--- src/rtl/swc_pkg.sv ---
package swc_pkg;
    typedef enum logic [1:0] {
        PM_RUN  = 2'd0,
        PM_STOP = 2'd1,
        PM_STAB = 2'd2
    } pm_state_e;

    localparam logic [1:0] MODE_STOP_ENC = 2'b01;
    localparam int         CTL_TRIG_BIT  = 2;
    localparam int         CTL_WDIS_BIT  = 3;
    localparam int         NUM_RST_SRC   = 3;
endpackage

--- src/rtl/swc_sync.sv ---
module swc_sync #(
    parameter int W = 1
) (
    input  logic         clk,
    input  logic         rst_n,
    input  logic [W-1:0] d,
    output logic [W-1:0] q
);
    for (genvar i = 0; i < W; i++) begin : g_bit
        logic s1_q, s2_q;
        always_ff @(posedge clk or negedge rst_n) begin
            if (!rst_n) begin
                s1_q <= 1'b0;
                s2_q <= 1'b0;
            end else begin
                s1_q <= d[i];
                s2_q <= s1_q;
            end
        end
        assign q[i] = s2_q;
    end
endmodule

--- src/rtl/swc_wake_pick.sv ---
module swc_wake_pick #(
    parameter int N  = 8,
    parameter int PW = 3,
    parameter int IW = 3
) (
    input  logic [N-1:0]    req,
    input  logic [N-1:0]    mask,
    input  logic [N*PW-1:0] prio,
    output logic            any,
    output logic [IW-1:0]   id,
    output logic [PW-1:0]   lvl
);
    always_comb begin
        any = 1'b0;
        id  = '0;
        lvl = '1;
        for (int i = 0; i < N; i++) begin
            if (req[i] && !mask[i] && (!any || prio[i*PW +: PW] < lvl)) begin
                any = 1'b1;
                id  = IW'(i);
                lvl = prio[i*PW +: PW];
            end
        end
    end
endmodule

--- src/rtl/swc_stab_timer.sv ---
module swc_stab_timer #(
    parameter int W = 16
) (
    input  logic         clk,
    input  logic         rst_n,
    input  logic         load,
    input  logic [W-1:0] len,
    output logic         zero
);
    logic [W-1:0] cnt_d, cnt_q;

    always_comb begin
        cnt_d = cnt_q;
        if (load)
            cnt_d = len;
        else if (cnt_q != '0)
            cnt_d = cnt_q - 1'b1;
    end

    always_ff @(posedge clk or negedge rst_n) begin
        if (!rst_n) cnt_q <= '0;
        else        cnt_q <= cnt_d;
    end

    assign zero = (cnt_q == '0);


    tick_down_chk: assert property (@(posedge clk) disable iff (!rst_n)
        (!load && !zero) |=> (cnt_q == $past(cnt_q) - 1'b1));
endmodule

--- src/rtl/stop_wake_ctrl.sv ---
module stop_wake_ctrl #(
    parameter int NUM_EXT  = 6,
    parameter int PRIO_W   = 3,
    parameter int CNT_W    = 16,
    parameter int STAB_RST = 255
) (
    input  logic                            clk,
    input  logic                            rst_n,
    input  logic                            wr_en,
    input  logic                            wr_addr,
    input  logic [CNT_W-1:0]                wr_data,
    input  logic [NUM_EXT-1:0]              irq_ext,
    input  logic                            irq_lvi,
    input  logic                            irq_csi,
    input  logic [NUM_EXT+1:0]              irq_mask,
    input  logic [(NUM_EXT+2)*PRIO_W-1:0]   irq_prio,
    input  logic                            isr_active,
    input  logic [PRIO_W-1:0]               isr_prio,
    input  logic                            rst_pin_req,
    input  logic                            rst_lvd_req,
    input  logic                            rst_poc_req,
    output logic                            osc_en,
    output logic                            cpu_clk_en,
    output logic                            per_clk_en,
    output logic [1:0]                      pm_status,
    output logic                            wake_done,
    output logic                            wake_take_irq,
    output logic [$clog2(NUM_EXT+2)-1:0]    wake_irq_id,
    output logic                            wake_by_reset
);
    import swc_pkg::*;

    localparam int NSRC = NUM_EXT + 2;
    localparam int ID_W = $clog2(NSRC);

    typedef struct packed {
        pm_state_e         st;
        logic [1:0]        mode;
        logic              wdis;
        logic [CNT_W-1:0]  stab;
        logic              isr;
        logic [PRIO_W-1:0] cur;
        logic              take;
        logic [ID_W-1:0]   id;
        logic              byrst;
        logic              done;
    } regs_t;

    regs_t r_d, r_q;

    logic [NSRC-1:0]        irq_s;
    logic [NUM_RST_SRC-1:0] rst_s;
    logic                   pick_any;
    logic [ID_W-1:0]        pick_id;
    logic [PRIO_W-1:0]      pick_lvl;
    logic                   tmr_load, tmr_zero;

    swc_sync #(.W(NSRC)) u_irq_sync (
        .clk(clk), .rst_n(rst_n), .d({irq_csi, irq_lvi, irq_ext}), .q(irq_s));

    swc_sync #(.W(NUM_RST_SRC)) u_rst_sync (
        .clk(clk), .rst_n(rst_n), .d({rst_poc_req, rst_lvd_req, rst_pin_req}), .q(rst_s));

    swc_wake_pick #(.N(NSRC), .PW(PRIO_W), .IW(ID_W)) u_pick (
        .req(irq_s), .mask(irq_mask), .prio(irq_prio),
        .any(pick_any), .id(pick_id), .lvl(pick_lvl));

    swc_stab_timer #(.W(CNT_W)) u_timer (
        .clk(clk), .rst_n(rst_n), .load(tmr_load), .len(r_q.stab), .zero(tmr_zero));

    always_comb begin
        r_d      = r_q;
        r_d.done = 1'b0;
        tmr_load = 1'b0;

        unique case (r_q.st)
            PM_RUN: begin
                if (wr_en && !wr_addr && wr_data[CTL_TRIG_BIT] && r_q.mode == MODE_STOP_ENC) begin
                    r_d.st  = PM_STOP;
                    r_d.isr = isr_active;
                    r_d.cur = isr_prio;
                end
            end
            PM_STOP: begin
                if (|rst_s) begin
                    r_d.st    = PM_STAB;
                    tmr_load  = 1'b1;
                    r_d.byrst = 1'b1;
                    r_d.take  = 1'b0;
                    r_d.id    = '0;
                end else if (!r_q.wdis && pick_any) begin
                    r_d.st    = PM_STAB;
                    tmr_load  = 1'b1;
                    r_d.byrst = 1'b0;
                    r_d.id    = pick_id;
                    r_d.take  = !r_q.isr || (pick_lvl < r_q.cur);
                end
            end
            PM_STAB: begin
                if (tmr_zero) begin
                    r_d.st   = PM_RUN;
                    r_d.done = 1'b1;
                end
            end
            default: r_d.st = PM_RUN;
        endcase

        if (wr_en) begin
            if (!wr_addr) begin
                r_d.mode = wr_data[1:0];
                r_d.wdis = wr_data[CTL_WDIS_BIT];
            end else begin
                r_d.stab = wr_data;
            end
        end
    end

    always_ff @(posedge clk or negedge rst_n) begin
        if (!rst_n) begin
            r_q      <= '0;
            r_q.st   <= PM_RUN;
            r_q.stab <= CNT_W'(STAB_RST);
        end else begin
            r_q <= r_d;
        end
    end

    assign osc_en        = (r_q.st == PM_RUN);
    assign cpu_clk_en    = (r_q.st == PM_RUN);
    assign per_clk_en    = (r_q.st == PM_RUN);
    assign pm_status     = r_q.st;
    assign wake_done     = r_q.done;
    assign wake_take_irq = r_q.done & r_q.take;
    assign wake_irq_id   = r_q.done ? r_q.id : '0;
    assign wake_by_reset = r_q.done & r_q.byrst;


    stop_entry_chk: assert property (@(posedge clk) disable iff (!rst_n)
        (r_q.st == PM_STOP && $past(r_q.st) == PM_RUN) |->
        $past(wr_en && !wr_addr && wr_data[CTL_TRIG_BIT]));


    clk_gate_chk: assert property (@(posedge clk) disable iff (!rst_n)
        $fell(cpu_clk_en) |-> (pm_status == PM_STOP));


    done_src_chk: assert property (@(posedge clk) disable iff (!rst_n)
        wake_done |-> ($past(r_q.st) == PM_STAB));


    wdis_hold_chk: assert property (@(posedge clk) disable iff (!rst_n)
        (r_q.st == PM_STOP && r_q.wdis && !(|rst_s)) |=> (r_q.st == PM_STOP));


    rst_no_take_chk: assert property (@(posedge clk) disable iff (!rst_n)
        (wake_done && wake_by_reset) |-> (!wake_take_irq && wake_irq_id == '0));
endmodule

--- config.mk ---
export PLATFORM = sky130hd
export DESIGN_NAME = stop_wake_ctrl
export DESIGN_NICKNAME = d
export VERILOG_FILES = /design/src/rtl/swc_pkg.sv /design/src/rtl/swc_sync.sv /design/src/rtl/swc_wake_pick.sv /design/src/rtl/swc_stab_timer.sv /design/src/rtl/stop_wake_ctrl.sv
export SDC_FILE = /design/constraint.sdc
export NUM_CORES = 1
export LEC_CHECK = 0
export ABC_AREA = 1
export BUFFER_PORTS_ARGS = -buffer_cell sky130_fd_sc_hd__buf_4
export CAP_MARGIN = 20
export CORE_ASPECT_RATIO = 1.75
export CORE_MARGIN = 5
export CORE_UTILIZATION = 50
export DETAILED_ROUTE_END_ITERATION = 8
export PLACE_DENSITY = 0.83
export SLEW_MARGIN = 20
export SYNTH_ARGS = -nofsm -noshare
export SYNTH_HDL_FRONTEND = slang
export SYNTH_SLANG_ARGS = --single-unit
--- constraint.sdc ---
create_clock -name clk -period 7.5 [get_ports clk]
set_input_delay 1.5 -clock clk [delete_from_list [all_inputs] [get_ports clk]]
set_output_delay 1.5 -clock clk [all_outputs]
set_load 0.02 [all_outputs]
After elaboration in Yosys (flattened, before gate mapping)
Cells that the tools add are included.
{"block": "totals", "in_bits": 67, "register_bits": 69, "elab_cells": 145}
{"block": "op_classes", "n_bitwise": 3, "addsub": 1, "eq_ne": 6, "n_reduce_logical": 56, "magnitude_cmp": 8, "muxes": 38}
{"operator": "two-way mux 3 bit", "n": 13}
{"operator": "two-way mux 16 bit", "n": 2}
{"operator": "< comparator 3 bit", "n": 8}
{"operator": "logical AND 1 bit", "n": 19}
{"operator": "logical NOT 1 bit", "n": 18}
{"operator": "logical NOT 16 bit", "n": 1}
{"operator": "nonzero test 16 bit", "n": 1}
{"operator": "subtractor 16 x 1 -> 16 bit (second input constant)", "n": 1}
{"operator": "two-way mux 1 bit", "n": 14}
{"operator": "two-way mux 2 bit", "n": 6}
{"operator": "two-way mux 5 bit", "n": 2}
{"operator": "logical OR 1 bit", "n": 8}
{"operator": "AND reduction 2 bit", "n": 4}
{"operator": "case mux 2 bit (3 select lines)", "n": 1}
{"operator": "== test 2 x 1 -> 1 bit (second input constant)", "n": 2}
{"operator": "nonzero test 2 bit", "n": 2}
{"operator": "!= test 3 bit (second input constant)", "n": 1}
{"operator": "AND reduction 3 bit", "n": 1}
{"operator": "OR reduction 3 bit", "n": 1}
{"operator": "AND 1 bit", "n": 2}
{"operator": "== test 2 bit (second input constant)", "n": 1}
{"operator": "logical NOT 2 bit", "n": 1}
{"operator": "!= test 2 x 1 -> 1 bit (second input constant)", "n": 1}
{"operator": "!= test 2 bit (second input constant)", "n": 1}
{"operator": "inverter 1 bit", "n": 1}

Depth between registers and ports, before layout
Gate-level depths: netlist of the first run.
{"block": "depth", "word_depth": 36, "depth_mapped": 75}

By module
From an unflattened synthesis of the first run, not the netlist that was laid out.
{"block": "hier_totals", "hier_cells": 535, "hier_area_um2": 4200.3}
{"module": "stop_wake_ctrl", "seq_area_each_um2": 785.8, "n_inst": 1, "area_per_inst_um2": 1387.6, "cells_per_inst": 136}
{"module": "swc_stab_timer", "seq_area_each_um2": 400.4, "n_inst": 1, "area_per_inst_um2": 1184.9, "cells_per_inst": 167}
{"module": "swc_wake_pick", "seq_area_each_um2": 0.0, "n_inst": 1, "area_per_inst_um2": 994.7, "cells_per_inst": 199}
{"module": "swc_sync (u_irq_sync)", "seq_area_each_um2": 400.4, "n_inst": 1, "area_per_inst_um2": 460.4, "cells_per_inst": 24}
{"module": "swc_sync (u_rst_sync)", "seq_area_each_um2": 150.1, "n_inst": 1, "area_per_inst_um2": 172.7, "cells_per_inst": 9}

Worst setup path after synthesis of the first run
OpenSTA, ideal clock, no wires.
{"block": "synth_timing", "kind": "input -> register", "start": "input irq_mask[0]", "end": "register r_q[5] (netlist name)", "path_slack_ns": -0.539, "arrival_ns": 7.923, "cell_stages": 62, "path_buffers": 0, "required_time_ns": 7.384, "cell_sequence": "inv_2 > nand2_2 > nor2_1 > ha_1 > inv_1 > a21oi_1 > nand2_1 > nand2_1 > nand2_2 > nand2_2 > o21ai_0 > ha_1 > nand2_1 > clkinv_1 > nand2_1 > nand2_1 > nand2_2 > nand2_4 > (+26 left out) > nand2_2 > nand2_4 > o21ai_0 > ha_1 > a21oi_1 > nand2_1 > nand2_2 > nand2_2 > inv_2 > o21ai_0 > ha_1 > nand2_1 > inv_1 > nand2_1 > nand2_1 > nand2_1 > nand2_1 > nand2_1"}
{"block": "synth_via", "elab_chain_len": 35, "elab_cells_between_ends": 53, "cone_classes": "order compare (8); mux (18); reduce/logical (27)"}
{"element": "start, declared", "line": "stop_wake_ctrl.sv:15", "rtl": "input logic [NUM_EXT+1:0] irq_mask,"}
{"element": "logical NOT 1 bit *", "line": "swc_wake_pick.sv:18", "rtl": "if (req[i] && !mask[i] && (!any || prio[i*PW +: PW] < lvl)) begin"}
{"element": "logical AND 1 bit *", "line": "swc_wake_pick.sv:18"}
{"element": "two-way mux 3 bit / two-way mux 1 bit (equally long branches)", "line": "swc_wake_pick.sv:18"}
{"element": "< comparator 3 bit / logical NOT 1 bit (equally long branches)", "line": "swc_wake_pick.sv:18"}
{"element": "logical OR 1 bit", "line": "swc_wake_pick.sv:18"}
{"element": "logical AND 1 bit", "line": "swc_wake_pick.sv:18"}
{"element": "two-way mux 3 bit / two-way mux 1 bit (equally long branches)", "line": "swc_wake_pick.sv:18"}
{"element": "< comparator 3 bit / logical NOT 1 bit (equally long branches)", "line": "swc_wake_pick.sv:18"}
{"element": "(+19 left out)"}
{"element": "< comparator 3 bit / logical NOT 1 bit (equally long branches)", "line": "swc_wake_pick.sv:18"}
{"element": "logical OR 1 bit", "line": "swc_wake_pick.sv:18"}
{"element": "logical AND 1 bit", "line": "swc_wake_pick.sv:18"}
{"element": "two-way mux 3 bit", "line": "swc_wake_pick.sv:18"}
{"element": "< comparator 3 bit", "line": "stop_wake_ctrl.sv:96", "rtl": "r_d.take = !r_q.isr || (pick_lvl < r_q.cur);"}
{"element": "logical OR 1 bit", "line": "stop_wake_ctrl.sv:96"}
{"element": "two-way mux 5 bit", "line": "stop_wake_ctrl.sv:91", "rtl": "end else if (!r_q.wdis && pick_any) begin"}
{"element": "two-way mux 5 bit", "line": "stop_wake_ctrl.sv:85", "rtl": "if (|rst_s) begin"}
{"element": "end signal, assigned", "line": "stop_wake_ctrl.sv:124", "rtl": "r_q <= r_d;"}
{"element": "end, declared", "line": "stop_wake_ctrl.sv:49", "rtl": "regs_t r_d, r_q;"}
Every way passes the cells marked *; elsewhere a longest branch is shown, timed or not. The select of a mux whose other input is x is not followed.
A chain may end at the register's enable or synchronous reset.

Final worst setup path of the first run
Ends and elaborated chain as after synthesis.

==> results of run 1 <==
[Yosys cell counts, types with 3 or more instances]
| library cell | n | share of area |
|---|---|---|
| nor3_1 | 4 | 0.0054 |
| ha_1 | 13 | 0.044 |
| nand2_1 | 105 | 0.11 |
| nand2_2 | 11 | 0.019 |
| buf_4 | 4 | 0.0081 |
| xor2_1 | 6 | 0.014 |
| a21oi_1 | 19 | 0.026 |
| dfstp_2 | 8 | 0.057 |
| inv_1 | 76 | 0.077 |
| o21ai_0 | 34 | 0.046 |
| nand3_1 | 37 | 0.050 |
| clkinv_1 | 5 | 0.0051 |
| nand4_1 | 3 | 0.0051 |
| xnor2_1 | 6 | 0.014 |
| nand2_4 | 6 | 0.018 |
| nor2_1 | 42 | 0.043 |
| dfrtp_1 | 61 | 0.41 |
| mux2_2 | 7 | 0.021 |
| clkbuf_1 | 4 | 0.0040 |
[sequential cells by signal (all words and copies together) (netlist names)]
register / count
pm_status: 2
u_irq_sync.g_bit.s1_q: 8
wake_done: 1
r_q: 28
u_rst_sync.g_bit.s1_q: 3
u_rst_sync.g_bit.s2_q: 3
u_timer.cnt_q: 16
u_irq_sync.g_bit.s2_q: 8
[per-layer routing]
metal,global-route usage,share of wire
met1,0.193,0.35
met5,0,0
met3,0.0380,0.039
met4,0.0813,0.023
met2,0.386,0.59
[cell families (layout without fill, tap and decap cells)]
family,after synthesis,in the layout,share of synthesized area
AO/OA/AOI/OAI,59,59,0.0823
XOR/XNOR,12,12,0.0283
adder cells (fa/ha/maj),13,13,0.0439
buffers and inverters,91,221,0.0962
flip-flops,69,69,0.468
multiplexers,7,7,0.0213
AND/OR/NAND/NOR,215,215,0.260
[final cells by class]
type                       instances  area [sq um]  area share
tap                               86           108      0.0205
inverter                          83           314      0.0598
multi-input combinational        306          1900       0.362
clock buffer                      13           250      0.0477
timing repair buffer             123           931       0.177
clock inverter                     2          10.0     0.00191
sequential                        69          1740       0.331
[what timing repair did]
action	in CTS	in global routing
pin swaps	2	24
gates resized for setup	5	56
setup buffers	0	11
endpoints found under the setup margin	4	4
[report_power, final]
part           internal [uW]  switching, uW
combinational            200            230
sequential               457           52.8
clock                    229            134
total                    887            418
[through the flow]
stage	hold slack [ns]	util	cells
6_report	0.349	0.726	682
5_1_grt	0.354	0.726	682
4_1_cts	0.349	0.678	671
2_1_floorplan	0.331	-	466
3_5_place_dp	0.338	0.640	656
3_3_place_gp	0.331	0.640	656
[path summary, 6_finish.rpt]
| kind | slack, ns | start | depth (start not counted) | endpoint |
|---|---|---|---|---|
| setup / recovery | -0.45 | irq_mask[0] | 71 | r_q[5]$_DFFE_PN0P_ |
| hold / removal | 0.35 | u_irq_sync.g_bit[1].s1_q$_DFF_PN0_ | 0 | u_irq_sync.g_bit[1].s2_q$_DFF_PN0_ |
| setup reg to reg | 0.44 | u_irq_sync.g_bit[0].s2_q$_DFF_PN0_ | 69 | r_q[5]$_DFFE_PN0P_ |
| hold reg to reg | 0.35 | u_irq_sync.g_bit[1].s1_q$_DFF_PN0_ | 0 | u_irq_sync.g_bit[1].s2_q$_DFF_PN0_ |
| max in group asynchronous | 5.69 | rst_n | 1 | u_irq_sync.g_bit[1].s2_q$_DFF_PN0_ |
| min in group asynchronous | 1.29 | rst_n | 1 | u_timer.cnt_q[5]$_DFFE_PN0P_ |
[worst register-to-register path: cells and delay by family (launching register included)]
kind / cells / cell delay, ns
buffers and inverters: 8 / 0.48
flip-flops: 1 / 0.41
adder cells (fa/ha/maj): 7 / 1.81
AND/OR/NAND/NOR: 46 / 3.29
AO/OA/AOI/OAI: 8 / 0.98
==> impl_metrics.py, run 1 <==
metrics = {
    "grt": {
        "grtUsageTotal": 0.198,
        "congestion_overflow_gr": 0,
        "global_route_wire_length_before_repair_mm": 14.1,
        "grt_antenna_before_repair": 0,
        "first_global_vias": 3444,
        "pin_count_of_the_biggest_net_entering_global_routing": 70,
    },
    "worst_setup_path": {
        "path_delay_family": "simple AND/OR/NAND/NOR gates",
        "critical_path.max_stage_delay_ns": 0.32,
        "critical_path.endpoint_type": "register",
        "critPathKind": "input pin to register",
        "start_kind": "input pin",
        "worst_path_most_repeated_cell": "nand2_1",
        "path_max_fanout": 6,
        "cp_data_required_time_ns": 7.70,
        "path_buf_inv": 10,
        "cpMaxStageDelayCell": "ha_1",
        "crit_arrival_ns": 8.15,
    },
    "floorplan": {
        "vertical_die_dimension_microns": 124,
        "floorplan.rows": 41,
        "initial_utilization": 0.513,
        "fp.dieW_microns": 75.1,
        "top_level_ports": 78,
        "die_area_sq_um": 9300,
        "coreArea_sq_um": 7230,
    },
    "logic_synthesis": {
        "asyncSetResetFlopFracSynth": 1.00,
        "syn-num-nets": 546,
        "synth_seq_cells": 69,
        "commonest_register_cell_after_synthesis": "dfrtp_1",
        "post_synthesis_cell_count": 466,
        "post_synthesis_mean_instance_area_sq_um": 7.96,
        "netlist_area_sq_um": 3710,
        "seq_area_frac_synth": 0.468,
        "yosys.cell_types.count": 30,
        "synth_edf_count": 0,
        "synth-warning-count": 0,
    },
    "power": {
        "worst_ir_drop_vdd_mv": 0.203,
        "power-per-cell-area_nw_per_um2": 248,
        "power.total_uw": 1300,
        "pleak_uw": 0.00278,
    },
    "sta": {
        "timing.final.crit_period_ns": 7.95,
        "drv_slew": 0,
        "slew_headroom": 0.428,
        "worst_slew_pin_slew_ns": 0.855,
        "setup_ws_ns": -0.451,
        "setup_violations": 2,
        "report.final.hold_viol_count": 0,
        "fmaxAchievable_mhz": 126,
        "setup-tns-final_ns": -0.529,
        "final.setup_skew_ns": 0.00607,
        "rsz0062_at_grt": "yes",
        "layout_worst_path_cycle_share": 1.06,
    },
    "routing": {
        "drt_pass1_iterations": 4,
        "via_count": 3424,
        "postRouteAntennaNets": 0,
        "route.detailed.vias_per_inst": 5.02,
        "drt-wirelength-per-cell_microns": 13.8,
        "routed_wirelength_mm": 9.44,
        "drc_errors": 0,
        "initialDrtViolationCount": 104,
    },
    "layout": {
        "n_fill_cell": 534,
        "nets": 672,
        "stdcell_area_sq_um": 5250,
        "most_common_library_cell_in_the_layout_ignoring_fill_and_taps": "buf_4",
        "antenna_cells": 0,
        "drive_gt1_frac": 0.366,
        "area.growth.synth_to_final_pct": 41.6,
        "mostFrequentLayoutCells": "buf_4 (121), nand2_1 (88), inv_1 (73)",
    },
    "placed_design": {
        "placer_congestion": 0.895,
        "dp_hpwl_mm": 6.60,
        "placement.cell_area_sq_um": 4630,
        "pre_cts_setup_slack_ns": -0.817,
        "port-buffer-count": 77,
    },
    "outcome": {
        "failing_checks": "negative setup slack",
        "outcome": "complete, but fails checks",
    },
    "clock_network": {
        "tritoncts": "done",
        "clock_tree.root_cell": "clkbuf_16",
        "cts_max_level": 3,
        "postCtsHoldBufs": 0,
        "cts_buffers": 9,
        "clkLatencyLatePin_ns": 0.32,
        "cts.sinks": 69,
        "clk_pin_slew_worst_paths_ns": 0.05,
        "max-clock-path-buffers": 2,
    },
    "job": {
        "max-cap-violations": 0,
    },
    "hold_path": {
        "hp-class": "register to register",
    },
}
Power figures use the tool's default switching activity.
==> run 2: changes to the inputs <==
- PLACE_DENSITY: 0.83 -> 0.76
==> run 2 against run 1 <==
  * Highest routed layer unchanged
  * Largest cell class unchanged
  * The flow still finishes with violations (negative setup slack)
  * Routed wire length decreased by 8.5%
  * Sequential power about the same
  * Power increased by 1.5%
==> impl_metrics.py, run 2 (synthesis gave the netlist of run 1 again) <==
metrics = {
    "grt": {
        "global_route_wire_length_before_repair_mm": 13.5,
        "globalRoute.busiestLayer": "met2",
        "first_global_vias": 3343,
        "pin_count_of_the_biggest_net_entering_global_routing": 70,
        "grt_antenna_before_repair": 0,
        "use_met2": 0.364,
        "grtUsageMet1": 0.183,
        "grtUsageTotal": 0.193,
        "met3_usage": 0.0420,
        "congestion_overflow_gr": 0,
    },
    "layout": {
        "drive_gt1_frac": 0.348,
        "n_fill_cell": 556,
        "final_util": 0.726,
        "regArea_sq_um": 1740,
        "largest_register": "r_q",
        "count_of_non_filler_cells_in_the_finished_layout": 680,
        "area.growth.synth_to_final_pct": 41.6,
        "stdcell_area_sq_um": 5250,
        "antenna_cells": 0,
        "largestRegisters": "r_q: 28 flops, u_timer.cnt_q: 16 flops",
        "mostFrequentLayoutCells": "buf_4 (119), nand2_1 (92), inv_1 (75)",
        "multi_input_comb_area_sq_um": 1900,
        "flip_flop_count_of_the_largest_register_after_layout": 28,
        "most_common_library_cell_in_the_layout_ignoring_fill_and_taps": "buf_4",
        "nets": 669,
    },
    "sta": {
        "layout_worst_path_cycle_share": 1.05,
        "drv_slew": 0,
        "slew_headroom": 0.448,
        "setup_ws_ns": -0.377,
        "timing.final.crit_period_ns": 7.88,
        "fmaxAchievable_mhz": 127,
        "worst_slew_pin_slew_ns": 0.828,
        "final.setup_skew_ns": 0.00774,
        "report.final.hold_viol_count": 0,
        "setup_violations": 4,
        "rsz0062_at_grt": "yes",
    },
    "worst_setup_path": {
        "critical_path.endpoint_type": "register",
        "cpMaxStageDelayCell": "ha_1",
        "timing.reg2reg.setup_slack_ns": 0.50,
        "critPathKind": "input pin to register",
        "critical_path.reg2reg.endpoint": "r_q[5]$_DFFE_PN0P_",
        "start_kind": "input pin",
        "worstSetupStartpoint": "irq_mask[0]",
        "worst_path_most_repeated_cell": "nand2_1",
        "critical_register_to_register_path_startpoint": "u_irq_sync.g_bit[0].s2_q$_DFF_PN0_",
        "cp-endpoint": "r_q[5]$_DFFE_PN0P_",
        "cp_data_required_time_ns": 7.71,
        "worst_r2r_path_cells": 64,
        "critical_path.max_stage_delay_ns": 0.32,
        "crit_arrival_ns": 8.09,
        "path_max_fanout": 5,
    },
    "floorplan": {
        "fp.dieW_microns": 75.1,
        "vertical_die_dimension_microns": 124,
        "floorplan.rows": 41,
        "top_level_ports": 78,
        "initial_utilization": 0.513,
        "coreArea_sq_um": 7230,
        "die_area_sq_um": 9300,
    },
    "placed_design": {
        "pre_cts_setup_slack_ns": -0.734,
        "port-buffer-count": 77,
        "dp_hpwl_mm": 6.51,
        "placer_congestion": 0.875,
        "cell_count_after_placement": 651,
        "placement.cell_area_sq_um": 4590,
    },
    "routing": {
        "drt-wirelength-per-cell_microns": 12.7,
        "drc_errors": 0,
        "drt_pass1_iterations": 4,
        "postRouteAntennaNets": 0,
        "via_count": 3357,
        "route.detailed.vias_per_inst": 4.94,
        "routed_wirelength_mm": 8.63,
        "initialDrtViolationCount": 128,
    },
    "clock_network": {
        "cts.sinks": 69,
        "clk_pin_slew_worst_paths_ns": 0.05,
        "tritoncts": "done",
        "cts_max_level": 3,
        "max-clock-path-buffers": 2,
        "clkLatencyLatePin_ns": 0.33,
        "clock_tree.root_cell": "clkbuf_16",
        "postCtsHoldBufs": 0,
        "cts_buffers": 9,
    },
    "hold_path": {
        "hp-class": "register to register",
    },
    "power": {
        "pleak_uw": 0.00278,
        "worst_ir_drop_vdd_mv": 0.208,
        "power-per-cell-area_nw_per_um2": 252,
    },
    "outcome": {
        "failing_checks": "negative setup slack",
        "outcome": "complete, but fails checks",
    },
    "job": {
        "max-cap-violations": 0,
    },
}
-- run 2: cell count changes in the layout (fill, tap and decap cells not counted), sizes merged --
| cell | change |
|---|---|
| buf | -3 |
| bufinv | +1 |
| clkbuf | +2 |
| clkinv | -2 |
-- run 2: area by class of cell --
type	instances	share of cell area
Clock inverter	1	0.00572
Multi-Input combinational cell	306	0.362
Tap cell	86	0.0205
Inverter	83	0.0598
Clock buffer	15	0.0491
Sequential cell	69	0.331
Timing Repair Buffer	120	0.172
-- run 2: metrics by stage --
stage | total power, uW | TNS [ns] | hold WS [ns]
after floorplan | 763 | -0.142 | 0.331
after global placement | 862 | -0.489 | 0.332
after detailed placement | 877 | -1.62 | 0.336
after CTS | 1290 | -0.310 | 0.346
after global routing | 1420 | -2.21 | 0.350
final | 1320 | -0.420 | 0.346
-- run 2: report_power, final --
| group | internal (uW) | switching (uW) | leakage, uW |
|---|---|---|---|
| combinational | 196 | 220 | 0.00183 |
| clock | 266 | 135 | 0.000138 |
| sequential | 457 | 50.2 | 0.000813 |
-- run 2: critical path: cells and delay by family --
family | cells | cell delay (ns)
adder cells (fa/ha/maj) | 8 | 1.96
AO/OA/AOI/OAI | 10 | 1.47
buffers and inverters | 9 | 0.45
AND/OR/NAND/NOR | 39 | 2.71
-- run 2: timing repair --
| action | CTS | global route |
|---|---|---|
| buffers inserted | 1 | 12 |
| endpoints found under the setup margin | 1 | 4 |
| pin swaps | 1 | 40 |
| resized for setup | 12 | 40 |
-- run 2: layer usage --
metal  part of all wire  vias up
met5                  0        -
li1                   -     1705
met4              0.028        0
met3              0.046       19
met1               0.35     1562
met2               0.57       71
-- run 2: how the worst min path moves through the flow --
stage | start | endpoint | slack, ns | cells past startpoint
6_report | u_irq_sync.g_bit[4].s1_q$_DFF_PN0_ | u_irq_sync.g_bit[4].s2_q$_DFF_PN0_ | 0.35 | 0
2_1_floorplan | u_irq_sync.g_bit[0].s1_q$_DFF_PN0_ | u_irq_sync.g_bit[0].s2_q$_DFF_PN0_ | 0.33 | 0
3_5_place_dp | u_irq_sync.g_bit[4].s1_q$_DFF_PN0_ | u_irq_sync.g_bit[4].s2_q$_DFF_PN0_ | 0.34 | 0
3_3_place_gp | u_irq_sync.g_bit[6].s1_q$_DFF_PN0_ | u_irq_sync.g_bit[6].s2_q$_DFF_PN0_ | 0.33 | 0
4_1_cts | u_irq_sync.g_bit[4].s1_q$_DFF_PN0_ | u_irq_sync.g_bit[4].s2_q$_DFF_PN0_ | 0.35 | 0
5_1_grt | u_irq_sync.g_bit[7].s1_q$_DFF_PN0_ | u_irq_sync.g_bit[7].s2_q$_DFF_PN0_ | 0.35 | 0
==> run 3: changes to the inputs <==
- SETUP_SLACK_MARGIN: not set -> 0.5
- SKIP_CTS_REPAIR_TIMING: not set -> 1
==> run 3 against run 2 <==
  * The run still ends with negative setup slack left
  * Clock-buffer cell count fell by 1
  * Register-to-register slack got worse by 0.11 ns
  * Via count hardly changed
  * Cell area fell by 1.7%
  * Highest routed layer unchanged
  * Critical path type unchanged
  * First-iteration DRC count down 13%
  * Sequential cell count did not move
  * Critical endpoint unchanged
  * Combinational power is 2% lower
==> impl_metrics.py, run 3 (synthesis gave the netlist of run 1 again) <==
metrics = {
    "outcome": {
        "outcome": "complete, but fails checks",
        "failing_checks": "negative setup slack",
    },
    "worst_setup_path": {
        "crit_arrival_ns": 8.15,
        "critical_register_to_register_path_startpoint": "u_irq_sync.g_bit[0].s2_q$_DFF_PN0_",
        "path_max_fanout": 6,
        "timing.reg2reg.setup_slack_ns": 0.39,
        "cp-endpoint": "r_q[5]$_DFFE_PN0P_",
        "start_kind": "input pin",
        "critical_path.endpoint_type": "register",
        "critical_path.max_stage_delay_ns": 0.31,
        "worstSetupStartpoint": "irq_mask[0]",
        "path_buf_inv": 11,
        "cp.depth": 74,
        "critPathKind": "input pin to register",
        "worst_path_most_repeated_cell": "nand2_1",
        "worst_r2r_path_cells": 72,
        "path_delay_family": "simple AND/OR/NAND/NOR gates",
        "critical_path.reg2reg.endpoint": "r_q[5]$_DFFE_PN0P_",
        "cpMaxStageDelayCell": "ha_1",
        "cp_data_required_time_ns": 7.71,
    },
    "grt": {
        "global_route_wire_length_before_repair_mm": 13.9,
        "pin_count_of_the_biggest_net_entering_global_routing": 70,
        "grtUsageTotal": 0.195,
        "congestion_overflow_gr": 0,
        "first_global_vias": 3398,
        "grt_antenna_before_repair": 0,
    },
    "layout": {
        "multi_input_comb_area_sq_um": 1800,
        "drive_gt1_frac": 0.343,
        "largest_register": "r_q",
        "most_common_library_cell_in_the_layout_ignoring_fill_and_taps": "buf_4",
        "final_util": 0.713,
        "antenna_cells": 0,
        "mostFrequentLayoutCells": "buf_4 (122), nand2_1 (92), inv_1 (75)",
        "count_of_non_filler_cells_in_the_finished_layout": 683,
        "area.growth.synth_to_final_pct": 39.2,
        "largestRegisters": "r_q: 28 flops, u_timer.cnt_q: 16 flops",
        "nets": 672,
        "n_fill_cell": 588,
        "flip_flop_count_of_the_largest_register_after_layout": 28,
        "regArea_sq_um": 1740,
    },
    "placed_design": {
        "cell_count_after_placement": 654,
        "dp_hpwl_mm": 6.70,
        "port-buffer-count": 77,
        "placer_congestion": 0.908,
    },
    "power": {
        "worst_ir_drop_vdd_mv": 0.204,
        "power-per-cell-area_nw_per_um2": 249,
        "share_of_power_burned_in_combinational_logic": 0.319,
        "pleak_uw": 0.00277,
        "clockPowerShare": 0.284,
        "internal_power_uw": 880,
        "sw_ratio": 0.315,
        "sequentialPowerShare": 0.397,
        "p_sw_uw": 405,
    },
    "sta": {
        "worst_slew_pin_slew_ns": 0.836,
        "slew_headroom": 0.442,
        "report.final.hold_viol_count": 0,
        "timing.final.crit_period_ns": 7.94,
        "layout_worst_path_cycle_share": 1.06,
        "setup_violations": 3,
        "fmaxAchievable_mhz": 126,
        "final.setup_skew_ns": 0.00716,
        "drv_slew": 0,
        "rsz0062_at_grt": "yes",
        "setup_ws_ns": -0.443,
    },
    "routing": {
        "drt_pass1_iterations": 4,
        "drc_errors": 0,
        "via_count": 3356,
        "postRouteAntennaNets": 0,
        "drt-wirelength-per-cell_microns": 12.9,
        "route.detailed.vias_per_inst": 4.91,
        "initialDrtViolationCount": 112,
        "routed_wirelength_mm": 8.81,
    },
    "clock_network": {
        "max-clock-path-buffers": 2,
        "cts.sinks": 69,
        "cts_max_level": 3,
        "clock_tree.root_cell": "clkbuf_16",
        "clkLatencyLatePin_ns": 0.32,
        "clk_pin_slew_worst_paths_ns": 0.05,
        "cts_buffers": 9,
        "tritoncts": "done",
    },
    "floorplan": {
        "top_level_ports": 78,
        "vertical_die_dimension_microns": 124,
        "coreArea_sq_um": 7230,
        "die_area_sq_um": 9300,
        "fp.dieW_microns": 75.1,
        "initial_utilization": 0.513,
        "floorplan.rows": 41,
    },
    "hold_path": {
        "hp-class": "register to register",
    },
    "job": {
        "max-cap-violations": 0,
    },
}
## run 3: cell count changes in the layout (fill, tap and decap cells not counted), moves of 2 or more
cell / before / now
ha_1: 5 / 10
ha_4: 8 / 3
o21ai_4: 7 / 3
buf_4: 119 / 122
o21ai_2: 2 / 5
clkinv_2: 0 / 2
nand2_4: 12 / 10
o21ai_1: 2 / 4
## run 3: worst min-delay path by stage
| stage | endpoint | from | cells past startpoint | slack, ns |
|---|---|---|---|---|
| 6_report | u_irq_sync.g_bit[7].s2_q$_DFF_PN0_ | u_irq_sync.g_bit[7].s1_q$_DFF_PN0_ | 0 | 0.34 |
| 5_1_grt | u_irq_sync.g_bit[7].s2_q$_DFF_PN0_ | u_irq_sync.g_bit[7].s1_q$_DFF_PN0_ | 0 | 0.35 |
| 4_1_cts | u_irq_sync.g_bit[7].s2_q$_DFF_PN0_ | u_irq_sync.g_bit[7].s1_q$_DFF_PN0_ | 0 | 0.35 |
| 3_5_place_dp | u_irq_sync.g_bit[7].s2_q$_DFF_PN0_ | u_irq_sync.g_bit[7].s1_q$_DFF_PN0_ | 0 | 0.34 |
| 3_3_place_gp | u_irq_sync.g_bit[6].s2_q$_DFF_PN0_ | u_irq_sync.g_bit[6].s1_q$_DFF_PN0_ | 0 | 0.33 |
| 2_1_floorplan | u_irq_sync.g_bit[0].s2_q$_DFF_PN0_ | u_irq_sync.g_bit[0].s1_q$_DFF_PN0_ | 0 | 0.33 |
## run 3: power groups by stage
| stage | Combinational, uW | Sequential [uW] | Clock (uW) |
|---|---|---|---|
| final | 409 | 511 | 365 |
| after global routing | 463 | 519 | 389 |
| after CTS | 380 | 509 | 375 |
| after detailed placement | 377 | 514 | 0 |
| after global placement | 361 | 510 | 0 |
| after floorplan | 266 | 501 | 0 |
## run 3: per-layer routing
layer / track usage / part of all wire / up-vias
met5: 0 / 0 / -
met1: 0.187 / 0.35 / 1570
li1: - / - / 1712
met2: 0.384 / 0.59 / 60
met4: 0.0857 / 0.018 / 0
met3: 0.0347 / 0.039 / 14
## run 3: per-stage QoR
stage	hold slack [ns]	TNS [ns]	instance area [sq um]	power, uW	worst slack [ns]
floorplan	0.331	-0.121	3780	767	-0.121
global route	0.351	-2.66	5160	1370	-1.01
CTS	0.346	-0.417	4930	1260	-0.409
finish	0.344	-0.519	5160	1290	-0.443
global placement	0.332	-0.672	4670	871	-0.473
detailed placement	0.336	-1.67	4670	891	-0.733
## run 3: area by class of cell
type / count / area share
inverter: 83 / 0.0628
timing repair buffer: 123 / 0.180
clock buffer: 14 / 0.0492
multi-input combinational: 306 / 0.348
tap: 86 / 0.0209
clock inverter: 2 / 0.00194
sequential: 69 / 0.337
